==> config.mk <==
export PLATFORM = sky130hd
export DESIGN_NAME = hps_link
export DESIGN_NICKNAME = d
export VERILOG_FILES = /design/src/rtl/hps_link.sv
export SDC_FILE = /design/constraint.sdc
export NUM_CORES = 1
export LEC_CHECK = 0
export ABC_AREA = 0
export BUFFER_PORTS_ARGS = -buffer_cell sky130_fd_sc_hd__buf_4
export CORE_MARGIN = 10
export CORE_UTILIZATION = 48
export DETAILED_ROUTE_END_ITERATION = 12
export GPL_ROUTABILITY_DRIVEN = 1
export PLACE_DENSITY = 0.83
export SYNTH_ARGS = -nofsm -noshare
export SYNTH_HDL_FRONTEND = slang
export SYNTH_SLANG_ARGS = --single-unit
==> constraint.sdc <==
create_clock -name clk -period 2.3 [get_ports clk]
set_input_delay 0 -clock clk [delete_from_list [all_inputs] [get_ports clk]]
set_output_delay 0 -clock clk [all_outputs]
set_load 0.02 [all_outputs]
==> src/rtl/hps_link.sv <==
module hps_link #(
  parameter int DW = 8
) (
  input  logic          clk,
  input  logic          rst_n,
  input  logic          ctl_we,
  input  logic [1:0]    ctl_wdata,
  input  logic          mode_we,
  input  logic          mode_wdata,
  input  logic          tx_we,
  input  logic [DW-1:0] tx_wdata,
  output logic [DW-1:0] rx_data,
  output logic          master_mode,
  output logic          irq_wr_done,
  output logic          irq_rd_done,
  input  logic          host_strobe_n,
  input  logic          host_rw,
  input  logic [DW-1:0] host_din,
  output logic [DW-1:0] host_dout,
  output logic          host_doe,
  output logic          in_rdy_n,
  output logic          out_rdy_n
);

  logic [1:0]    ctl_q;
  logic          stb_s1, stb_s2, stb_s3;
  logic          rw_s1, rw_s2;
  logic          wr_arm, rd_arm, master_q;
  logic [DW-1:0] tx_q, rx_q;
  logic          irq_wr_q, irq_rd_q;

  logic stb_rise, wr_done, rd_done, arm_wr, arm_rd, go_master;

  assign stb_rise  = stb_s2 & ~stb_s3;
  assign wr_done   = stb_rise & ~rw_s2 & wr_arm & ~master_q;
  assign rd_done   = stb_rise &  rw_s2 & rd_arm & ~master_q;
  assign arm_wr    = ctl_we & ctl_q[0] & ~ctl_wdata[0] & ~master_q & ~wr_arm;
  assign arm_rd    = ctl_we & ctl_q[1] & ~ctl_wdata[1] & ~master_q & ~rd_arm;
  assign go_master = mode_we & mode_wdata;

  always_ff @(posedge clk or negedge rst_n) begin
    if (!rst_n) begin
      stb_s1 <= 1'b1;
      stb_s2 <= 1'b1;
      stb_s3 <= 1'b1;
      rw_s1  <= 1'b0;
      rw_s2  <= 1'b0;
    end else begin
      stb_s1 <= host_strobe_n;
      stb_s2 <= stb_s1;
      stb_s3 <= stb_s2;
      rw_s1  <= host_rw;
      rw_s2  <= rw_s1;
    end
  end

  always_ff @(posedge clk or negedge rst_n) begin
    if (!rst_n) begin
      ctl_q    <= '0;
      master_q <= 1'b0;
      tx_q     <= '0;
      rx_q     <= '0;
    end else begin
      if (ctl_we)  ctl_q    <= ctl_wdata;
      if (mode_we) master_q <= mode_wdata;
      if (tx_we)   tx_q     <= tx_wdata;
      if (wr_done) rx_q     <= host_din;
    end
  end

  always_ff @(posedge clk or negedge rst_n) begin
    if (!rst_n) begin
      wr_arm   <= 1'b0;
      rd_arm   <= 1'b0;
      irq_wr_q <= 1'b0;
      irq_rd_q <= 1'b0;
    end else begin
      irq_wr_q <= wr_done;
      irq_rd_q <= rd_done;
      if (go_master || wr_done) wr_arm <= 1'b0;
      else if (arm_wr)          wr_arm <= 1'b1;
      if (go_master || rd_done) rd_arm <= 1'b0;
      else if (arm_rd)          rd_arm <= 1'b1;
    end
  end

  assign in_rdy_n    = ~wr_arm;
  assign out_rdy_n   = ~rd_arm;
  assign irq_wr_done = irq_wr_q;
  assign irq_rd_done = irq_rd_q;
  assign rx_data     = rx_q;
  assign master_mode = master_q;
  assign host_dout   = tx_q;
  assign host_doe    = ~master_q & rw_s2 & ~stb_s2;


  p_arm_wr_r2: assert property (@(posedge clk) disable iff (!rst_n)
    (ctl_we && ctl_q[0] && !ctl_wdata[0] && !master_mode && !mode_we && in_rdy_n) |=> !in_rdy_n);


  p_arm_rd_r5: assert property (@(posedge clk) disable iff (!rst_n)
    (ctl_we && ctl_q[1] && !ctl_wdata[1] && !master_mode && !mode_we && out_rdy_n) |=> !out_rdy_n);


  p_rx_hold_r3: assert property (@(posedge clk) disable iff (!rst_n)
    !irq_wr_done |-> $stable(rx_data));


  p_wr_irq_r4: assert property (@(posedge clk) disable iff (!rst_n)
    ($rose(in_rdy_n) && !master_mode) |-> irq_wr_done);

  p_wr_irq_src_r4: assert property (@(posedge clk) disable iff (!rst_n)
    irq_wr_done |-> (in_rdy_n && $past(!in_rdy_n)));


  p_rd_irq_r7: assert property (@(posedge clk) disable iff (!rst_n)
    irq_rd_done |-> (out_rdy_n && $past(!out_rdy_n)));

  p_rd_rise_r7: assert property (@(posedge clk) disable iff (!rst_n)
    ($rose(out_rdy_n) && !master_mode) |-> irq_rd_done);


  p_doe_cond_r6: assert property (@(posedge clk) disable iff (!rst_n)
    host_doe |-> (!master_mode && $past(host_rw, 2) && !$past(host_strobe_n, 2)));


  p_master_quiet_r9: assert property (@(posedge clk) disable iff (!rst_n)
    (master_mode && $past(master_mode)) |->
      (in_rdy_n && out_rdy_n && !irq_wr_done && !irq_rd_done && !host_doe));

endmodule

---- After elaboration in Yosys (flattened, before gate mapping) ----
Index checks and enable logic that the tools add are counted.
word-level totals
  register bits ........................... 28
operators by class
  muxes and demuxes ....................... 4
  bitwise operators ....................... 26
  reduce and logical (&&, ||, !) cells .... 4
operators by type and width
  cell               number
  $and 1x1->1        18
  $not 1->1          8
  $mux 1             4
  $reduce_bool 2->1  2
  $logic_or 1x1->1   2

---- Longest topological paths before layout ----
Gate-level depths: netlist (run 1).
  depth after elaboration ................. 7
  depth in mapped cells ................... 4

---- Least setup slack after synthesis (run 1) ----
No wires, ideal clock.
  path kind ............................... register -> register
  from .................................... reg master_q (netlist: master_mode)
  to ...................................... reg rx_q[0] (netlist: rx_data[0])
  arrival time ............................ 1.328 ns
  required time ........................... 2.175 ns
  setup slack ............................. 0.847 ns
  cell stages (with the launch flop) ...... 5
  period minus slack after synthesis ...... 1.453 ns
  cell sequence ........................... dfrtp_1 -> nor3b_2 -> nor3b_2 -> buf_6 -> mux2_4
between the ends
  cells in the longest elaborated chain, start to end .. 2
RTL lines
  item                    RTL line  source
  from (decl)             28        logic wr_arm, rd_arm, master_q;
  from (signal assigned)  65        if (mode_we) master_q <= mode_wdata;
  $not 1->1               35        assign wr_done = stb_rise & ~rw_s2 & wr_arm & ~master_q;
  $and 1x1->1             35
  net wr_done             32        logic stb_rise, wr_done, rd_done, arm_wr, arm_rd, go_master;
  to (signal assigned)    67        if (wr_done) rx_q <= host_din;
  to (decl)               29        logic [DW-1:0] tx_q, rx_q;
The timed path passes the listed nets, and every way through them passes these cells.
A chain may end at the register's enable or synchronous reset.

---- Worst setup path in the final report (run 1) ----
  from .................................... reg stb_s2
  to ...................................... reg rx_q[1] (netlist: rx_data[1])
between the ends
  cells in the longest elaborated chain, start to end .. 4
RTL lines
  item                      RTL line  source
  from (decl)               26        logic stb_s1, stb_s2, stb_s3;
  from (signal assigned)    50        stb_s2 <= stb_s1;
  $and 1x1->1               34        assign stb_rise = stb_s2 & ~stb_s3;
  $and 1x1->1 (3 in a row)  35
No other way between the ends.

==> results of run 1 <==
synthesized netlist by cell type:
cell and instances:
nor3b_2 2, dfrtp_1 25, mux2_2 10, mux2_4 8, nor3b_1 1, buf_6 1, and4bb_2 2, and3_2 1
nand2_1 1, o21ai_0 3, clkbuf_1 1, dfstp_2 3, nor2_1 2, inv_1 3
routing by layer:
metal,share of wire (%),vias to the layer above,GRT usage [%]
met4,3.7,0,10.3
met3,4.7,11,4.18
met2,58,28,29.6
li1,-,377,-
met1,34,412,15.6
met5,0,-,0
area by class of cell:
| class | instances | area, um2 | share of cell area (%) |
|---|---|---|---|
| sequential | 28 | 704 | 39.3 |
| multi-input combinational | 30 | 324 | 18.1 |
| inverter | 3 | 11.3 | 0.629 |
| tap | 27 | 33.8 | 1.89 |
| timing repair buffer | 80 | 681 | 38.0 |
| clock buffer | 4 | 36.3 | 2.03 |
worst max-delay path: stages, from the launching register on:
cell and delay [ps]:
dfstp_2 580, nor3b_2 200, nor3b_2 180, buf_4 230, mux2_4 320
logic make-up (layout without fill, tap and decap cells):
logic type / count (synthesis) / after routing / share of synthesized area (%)
mux: 18 / 18 / 22.1
flops: 28 / 28 / 66.8
compound gates: 3 / 3 / 1.42
simple gates: 9 / 9 / 7.24
buf+inv: 5 / 87 / 2.49
per-stage QoR:
step / total power, W / hold WS (ps) / setup slack (ps) / instances
CTS: 0.00122 / 1.44 / 761 / 171
floorplan: 0.000770 / -296 / 847 / 63
detailed placement: 0.000936 / -64.6 / 768 / 136
finish: 0.00124 / 101 / 697 / 172
global route: 0.00129 / 116 / 633 / 172
global placement: 0.000925 / -74.4 / 806 / 136
power by group through the flow:
stage | logic [W] | registers (W) | clock network [W]
after floorplan | 0.0000967 | 0.000673 | 0
after global placement | 0.000316 | 0.000608 | 0
after detailed placement | 0.000325 | 0.000612 | 0
after CTS | 0.000376 | 0.000604 | 0.000241
after global routing | 0.000404 | 0.000616 | 0.000270
final | 0.000381 | 0.000607 | 0.000248
final timing paths:
kind                                           to  slack (ps)  cells after the start              from
max in group asynchronous        stb_s2$_DFF_PN1_        1900                      2             rst_n
max                        rx_data[1]$_DFFE_PN0P_         700                      4  stb_s2$_DFF_PN1_
min in group clk               rd_arm$_DFFE_PN0P_         210                      4            ctl_we
min reg2reg                       rw_s2$_DFF_PN0_         370                      0   rw_s1$_DFF_PN0_
max reg2reg                rx_data[1]$_DFFE_PN0P_         700                      4  stb_s2$_DFF_PN1_
min                        rx_data[1]$_DFFE_PN0P_         100                      2             rst_n
==> out/qor.txt, run 1 <==
DIE AREA -> 0.00447 mm2
CP endpoint kind -> register
post-synthesis cell area -> 0.00105 mm2
Area Growth Syn to Fin -> 69.8%
Synth top area share -> 59.3%
fillcell total -> 77
post-synthesis sequential area ratio -> 66.8%
Hold Violations, Final -> 0
P_sw -> 0.000359 W
CTS tree -> done
crit path DAT -> 1850 ps
first-pass GRT wire length -> 5410 um
Post-CTS Setup Bufs -> 0
DRT iter0 DRCs -> 45
logic gate share of total power -> 30.9%
worst vdd ir -> 0.609 mV
Final ANT Viol Nets -> 0
vias per cell -> 4.81
clk sinks -> 28
Die Span Y -> 66.9 um
share of power burned in registers -> 49.1%
Setup crit start kind -> register
Starting Density -> 52.2%
Routed wire per std cell -> 19.0 um
Worst Path Class, Setup -> register to register
routability cong. -> 0.741
CTS buffer count -> 3
Cells after Synth -> 63
Crit path required time -> 2540 ps
DIE WIDTH -> 66.9 um
max-slew violations -> 0
Final Cycle Share -> 69.7%
nets -> 172
RSZ-0062 raised after global routing -> false
min Tclk post-route -> 1600 ps
design area -> 0.00179 mm2
Tightest Pin Transition -> 344 ps
switching share of power -> 29.1%
WL final -> 3270 um
PwrDens -> 690 mW/mm2
post-synth net total -> 89
DRT Pass-1 Iters -> 4
total global-route track usage -> 16.2%
most frequent cells in the layout -> 48 x buf_4, 32 x dlygate4sd3_1, 25 x dfrtp_1, 10 x mux2_2, 8 x mux2_4
Seq cells post-synth -> 28
vias in the first global route -> 1025
setup TNS -> 0 ps
Pleak -> 0.865 nW
Hold Crit Class -> input pin to async pin
port bufs -> 47
outcome -> complete, no violations
Cell Int Power -> 0.000876 W
initial antenna violation count -> 0
clock buffer depth -> 2
YS warnings -> 0
io pins -> 48
drt drc -> 0
Max FO, Critical Path -> 10
most common cell after layout, fill and taps aside -> buf_4
fraction of layout cells with a size suffix above 1 -> 53.8%
synth unique cells -> 14
FP Rows -> 16
Core Util, Final -> 88.6%
Finish-stage setup viols -> 0
clock latency on the worst-skew pair -> 340 ps
Clock Skews -> 3.49 ps
core box area -> 0.00202 mm2
fmax -> 0.624 GHz
max_slew headroom -> 77.1%
root buf cell -> clkbuf_4
clock-pin slew on the worst setup and hold paths -> 150 ps
Synth area leaders -> dfrtp_1 59%, mux2_4 11%, mux2_2 11%
maximum number of pins on one net before global-route repair -> 29
Post-Syn Area per Cell -> 16.7 um2
# diodes -> 0
Placement Cell Area -> 0.00143 mm2
Clock power frac -> 20.0%
Vias -> 828
Hold-fix buffers, CTS -> 31
Max Cap Viol -> 0
Post-CTS Resized -> 0
cell taking the most area after synthesis -> dfrtp_1
grt ovf -> 0
CTS H-Tree Depth -> 1
Power figures use the tool's default switching activity.
==> run 2, diff against run 1 <==
--- a/config.mk
+++ b/config.mk
@@ -8,10 +8,10 @@
 export ABC_AREA = 0
 export BUFFER_PORTS_ARGS = -buffer_cell sky130_fd_sc_hd__buf_4
 export CORE_MARGIN = 10
-export CORE_UTILIZATION = 48
+export CORE_UTILIZATION = 45
 export DETAILED_ROUTE_END_ITERATION = 12
 export GPL_ROUTABILITY_DRIVEN = 1
-export PLACE_DENSITY = 0.83
+export PLACE_DENSITY = 0.78
 export SYNTH_ARGS = -nofsm -noshare
 export SYNTH_HDL_FRONTEND = slang
 export SYNTH_SLANG_ARGS = --single-unit
==> constraint.sdc (replaced) <==
create_clock -name clk -period 1.6 [get_ports clk]
set_input_delay 0 -clock clk [delete_from_list [all_inputs] [get_ports clk]]
set_output_delay 0 -clock clk [all_outputs]
set_load 0.02 [all_outputs]
==> out/qor.txt, run 2 (synthesis gave the netlist of run 1 again) <==
nets -> 171 (was 172)
CTS buffer count -> 3 (unchanged)
Routed wire per std cell -> 18.0 um (was 19.0 um)
share of power burned in registers -> 51.2% (was 49.1%)
Area Growth Syn to Fin -> 68.9% (was 69.8%)
# diodes -> 0 (unchanged)
DP Worst Slack -> 39.5 ps (was 768 ps)
WL final -> 3090 um (was 3270 um)
most common cell after layout, fill and taps aside -> buf_4 (unchanged)
clock-pin slew on the worst setup and hold paths -> 140 ps (was 150 ps)
FP Rows -> 17 (was 16)
clock latency on the worst-skew pair -> 330 ps (was 340 ps)
Final Cycle Share -> 102% (was 69.7%)
Placement Cell Area -> 0.00144 mm2 (was 0.00143 mm2)
global routing's busiest layer -> met2 (unchanged)
Max Cap Viol -> 0 (unchanged)
fmax -> 0.614 GHz (was 0.624 GHz)
clock buffer depth -> 2 (unchanged)
Setup crit start kind -> register (unchanged)
DRT iter0 DRCs -> 10 (was 45)
fraction of layout cells with a size suffix above 1 -> 56.3% (was 53.8%)
Max FO, Critical Path -> 5 (was 10)
vias in the first global route -> 896 (was 1025)
drt drc -> 0 (unchanged)
met1 Use GR -> 11.3% (was 15.6%)
Die Span Y -> 68.4 um (was 66.9 um)
Starting Density -> 47.7% (was 52.2%)
max-slew violations -> 0 (unchanged)
min Tclk post-route -> 1630 ps (was 1600 ps)
DIE WIDTH -> 68.4 um (was 66.9 um)
Hold Crit Class -> input pin to async pin (unchanged)
Pleak -> 0.869 nW (was 0.865 nW)
maximum number of pins on one net before global-route repair -> 29 (unchanged)
Hold Violations, Final -> 0 (unchanged)
vias per cell -> 4.78 (was 4.81)
DRT Pass-1 Iters -> 4 (unchanged)
Final ANT Viol Nets -> 0 (unchanged)
Finish-stage setup viols -> 5 (was 0)
CP endpoint kind -> register (unchanged)
met3 Use GR -> 2.45% (was 4.18%)
met2 Use GR -> 23.4% (was 29.6%)
Worst Path Class, Setup -> register to register (unchanged)
CTS H-Tree Depth -> 1 (unchanged)
grt ovf -> 0 (unchanged)
first-pass GRT wire length -> 4200 um (was 5410 um)
most frequent cells in the layout -> 50 x buf_4, 27 x dlygate4sd3_1, 25 x dfrtp_1, 10 x mux2_2, 8 x mux2_4 (was 48 x buf_4, 32 x dlygate4sd3_1, 25 x dfrtp_1, 10 x mux2_2, 8 x mux2_4)
core box area -> 0.00221 mm2 (was 0.00202 mm2)
crit path DAT -> 1850 ps (about the same)
max_slew headroom -> 77.1% (about the same)
Crit path required time -> 1820 ps (was 2540 ps)
outcome -> complete, but fails checks (was complete, no violations)
Clock Skews -> 12.9 ps (was 3.49 ps)
setup ws final -> -28.6 ps (was 697 ps)
Min Hold Slack -> 101 ps (about the same)
failing checks -> negative setup slack
PwrDens -> 955 mW/mm2 (was 690 mW/mm2)
root buf cell -> clkbuf_4 (unchanged)
routability cong. -> 0.725 (was 0.741)
initial antenna violation count -> 0 (unchanged)
CTS tree -> done (unchanged)
DIE AREA -> 0.00468 mm2 (was 0.00447 mm2)
Tightest Pin Transition -> 343 ps (was 344 ps)
io pins -> 48 (unchanged)
Cell Int Power -> 0.00121 W (was 0.000876 W)
design area -> 0.00178 mm2 (was 0.00179 mm2)
Clock power frac -> 17.0% (was 20.0%)
Vias -> 822 (was 828)
RSZ-0062 raised after global routing -> true (was false)
switching share of power -> 28.9% (was 29.1%)
total global-route track usage -> 12.0% (was 16.2%)
Core Util, Final -> 80.5% (was 88.6%)
fillcell total -> 126 (was 77)
worst vdd ir -> 0.636 mV (was 0.609 mV)
logic gate share of total power -> 31.8% (was 30.9%)
port bufs -> 47 (unchanged)
clk sinks -> 28 (unchanged)
P_sw -> 0.000491 W (was 0.000359 W)
## run 2: changes by cell type in the layout (fill, tap and decap cells not counted)
cell	change
dlygate4sd3_1	-5
buf_4	+2
buf_6	+2
nor3b_2	-2
nor3b_4	+2
clkbuf_1	+1
clkbuf_8	-1
## run 2: metrics by stage
stage          total power, W  TNS, ps  std cells
2_1_floorplan         0.00111        0         63
3_3_place_gp          0.00133        0        138
3_5_place_dp          0.00135        0        138
4_1_cts               0.00169        0        168
5_1_grt               0.00179     -331        172
6_report              0.00170    -94.7        172
## run 2: critical path, stage by stage, from the launching register on
cell and delay, ps:
dfstp_2 580, nor3b_4 210, nor3b_4 270, buf_6 170, mux2_4 300
## run 2: routing by layer
layer | up-vias | wire length (um) | part of all wire [%]
met2 | 29 | 1750 | 57
li1 | 377 | - | -
met5 | - | 0 | 0
met4 | 0 | 93 | 3.0
met1 | 407 | 1110 | 36
met3 | 9 | 133 | 4.3
## run 2: area by class of cell
| type | instances | area (um2) | share of cell area, % |
|---|---|---|---|
| clock buffer | 4 | 26.3 | 1.47 |
| inverter | 3 | 11.3 | 0.632 |
| multi-input combinational | 30 | 337 | 18.9 |
| sequential | 28 | 704 | 39.5 |
| tap | 28 | 35.0 | 1.97 |
| timing repair buffer | 79 | 668 | 37.5 |
## run 2: worst paths after layout
kind	slack [ps]	endpoint	cells past startpoint	startpoint
worst max register to register	-30	rx_data[0]$_DFFE_PN0P_	4	stb_s2$_DFF_PN1_
min in group clk	210	rd_arm$_DFFE_PN0P_	4	ctl_we
worst min register to register	370	stb_s2$_DFF_PN1_	0	stb_s1$_DFF_PN1_
worst min-delay path	100	wr_arm$_DFFE_PN0P_	2	rst_n
max in group asynchronous	1190	stb_s1$_DFF_PN1_	2	rst_n
worst max-delay path	-30	rx_data[0]$_DFFE_PN0P_	4	stb_s2$_DFF_PN1_
## run 2: repair_timing
action / 4_1_cts / 5_1_grt
gates resized for setup: 0 / 6
buffers inserted: 0 / 2
setup endpoints to repair: 0 / 8
hold buffers: 26 / 1
endpoints found under the hold margin: 51 / 7
## run 2: power groups by stage
stage	Sequential [W]	Clock, W	Combinational (W)
final	0.000871	0.000289	0.000542
after global routing	0.000883	0.000336	0.000570
after CTS	0.000866	0.000292	0.000530
after detailed placement	0.000878	0	0.000476
after global placement	0.000872	0	0.000461
after floorplan	0.000968	0	0.000139
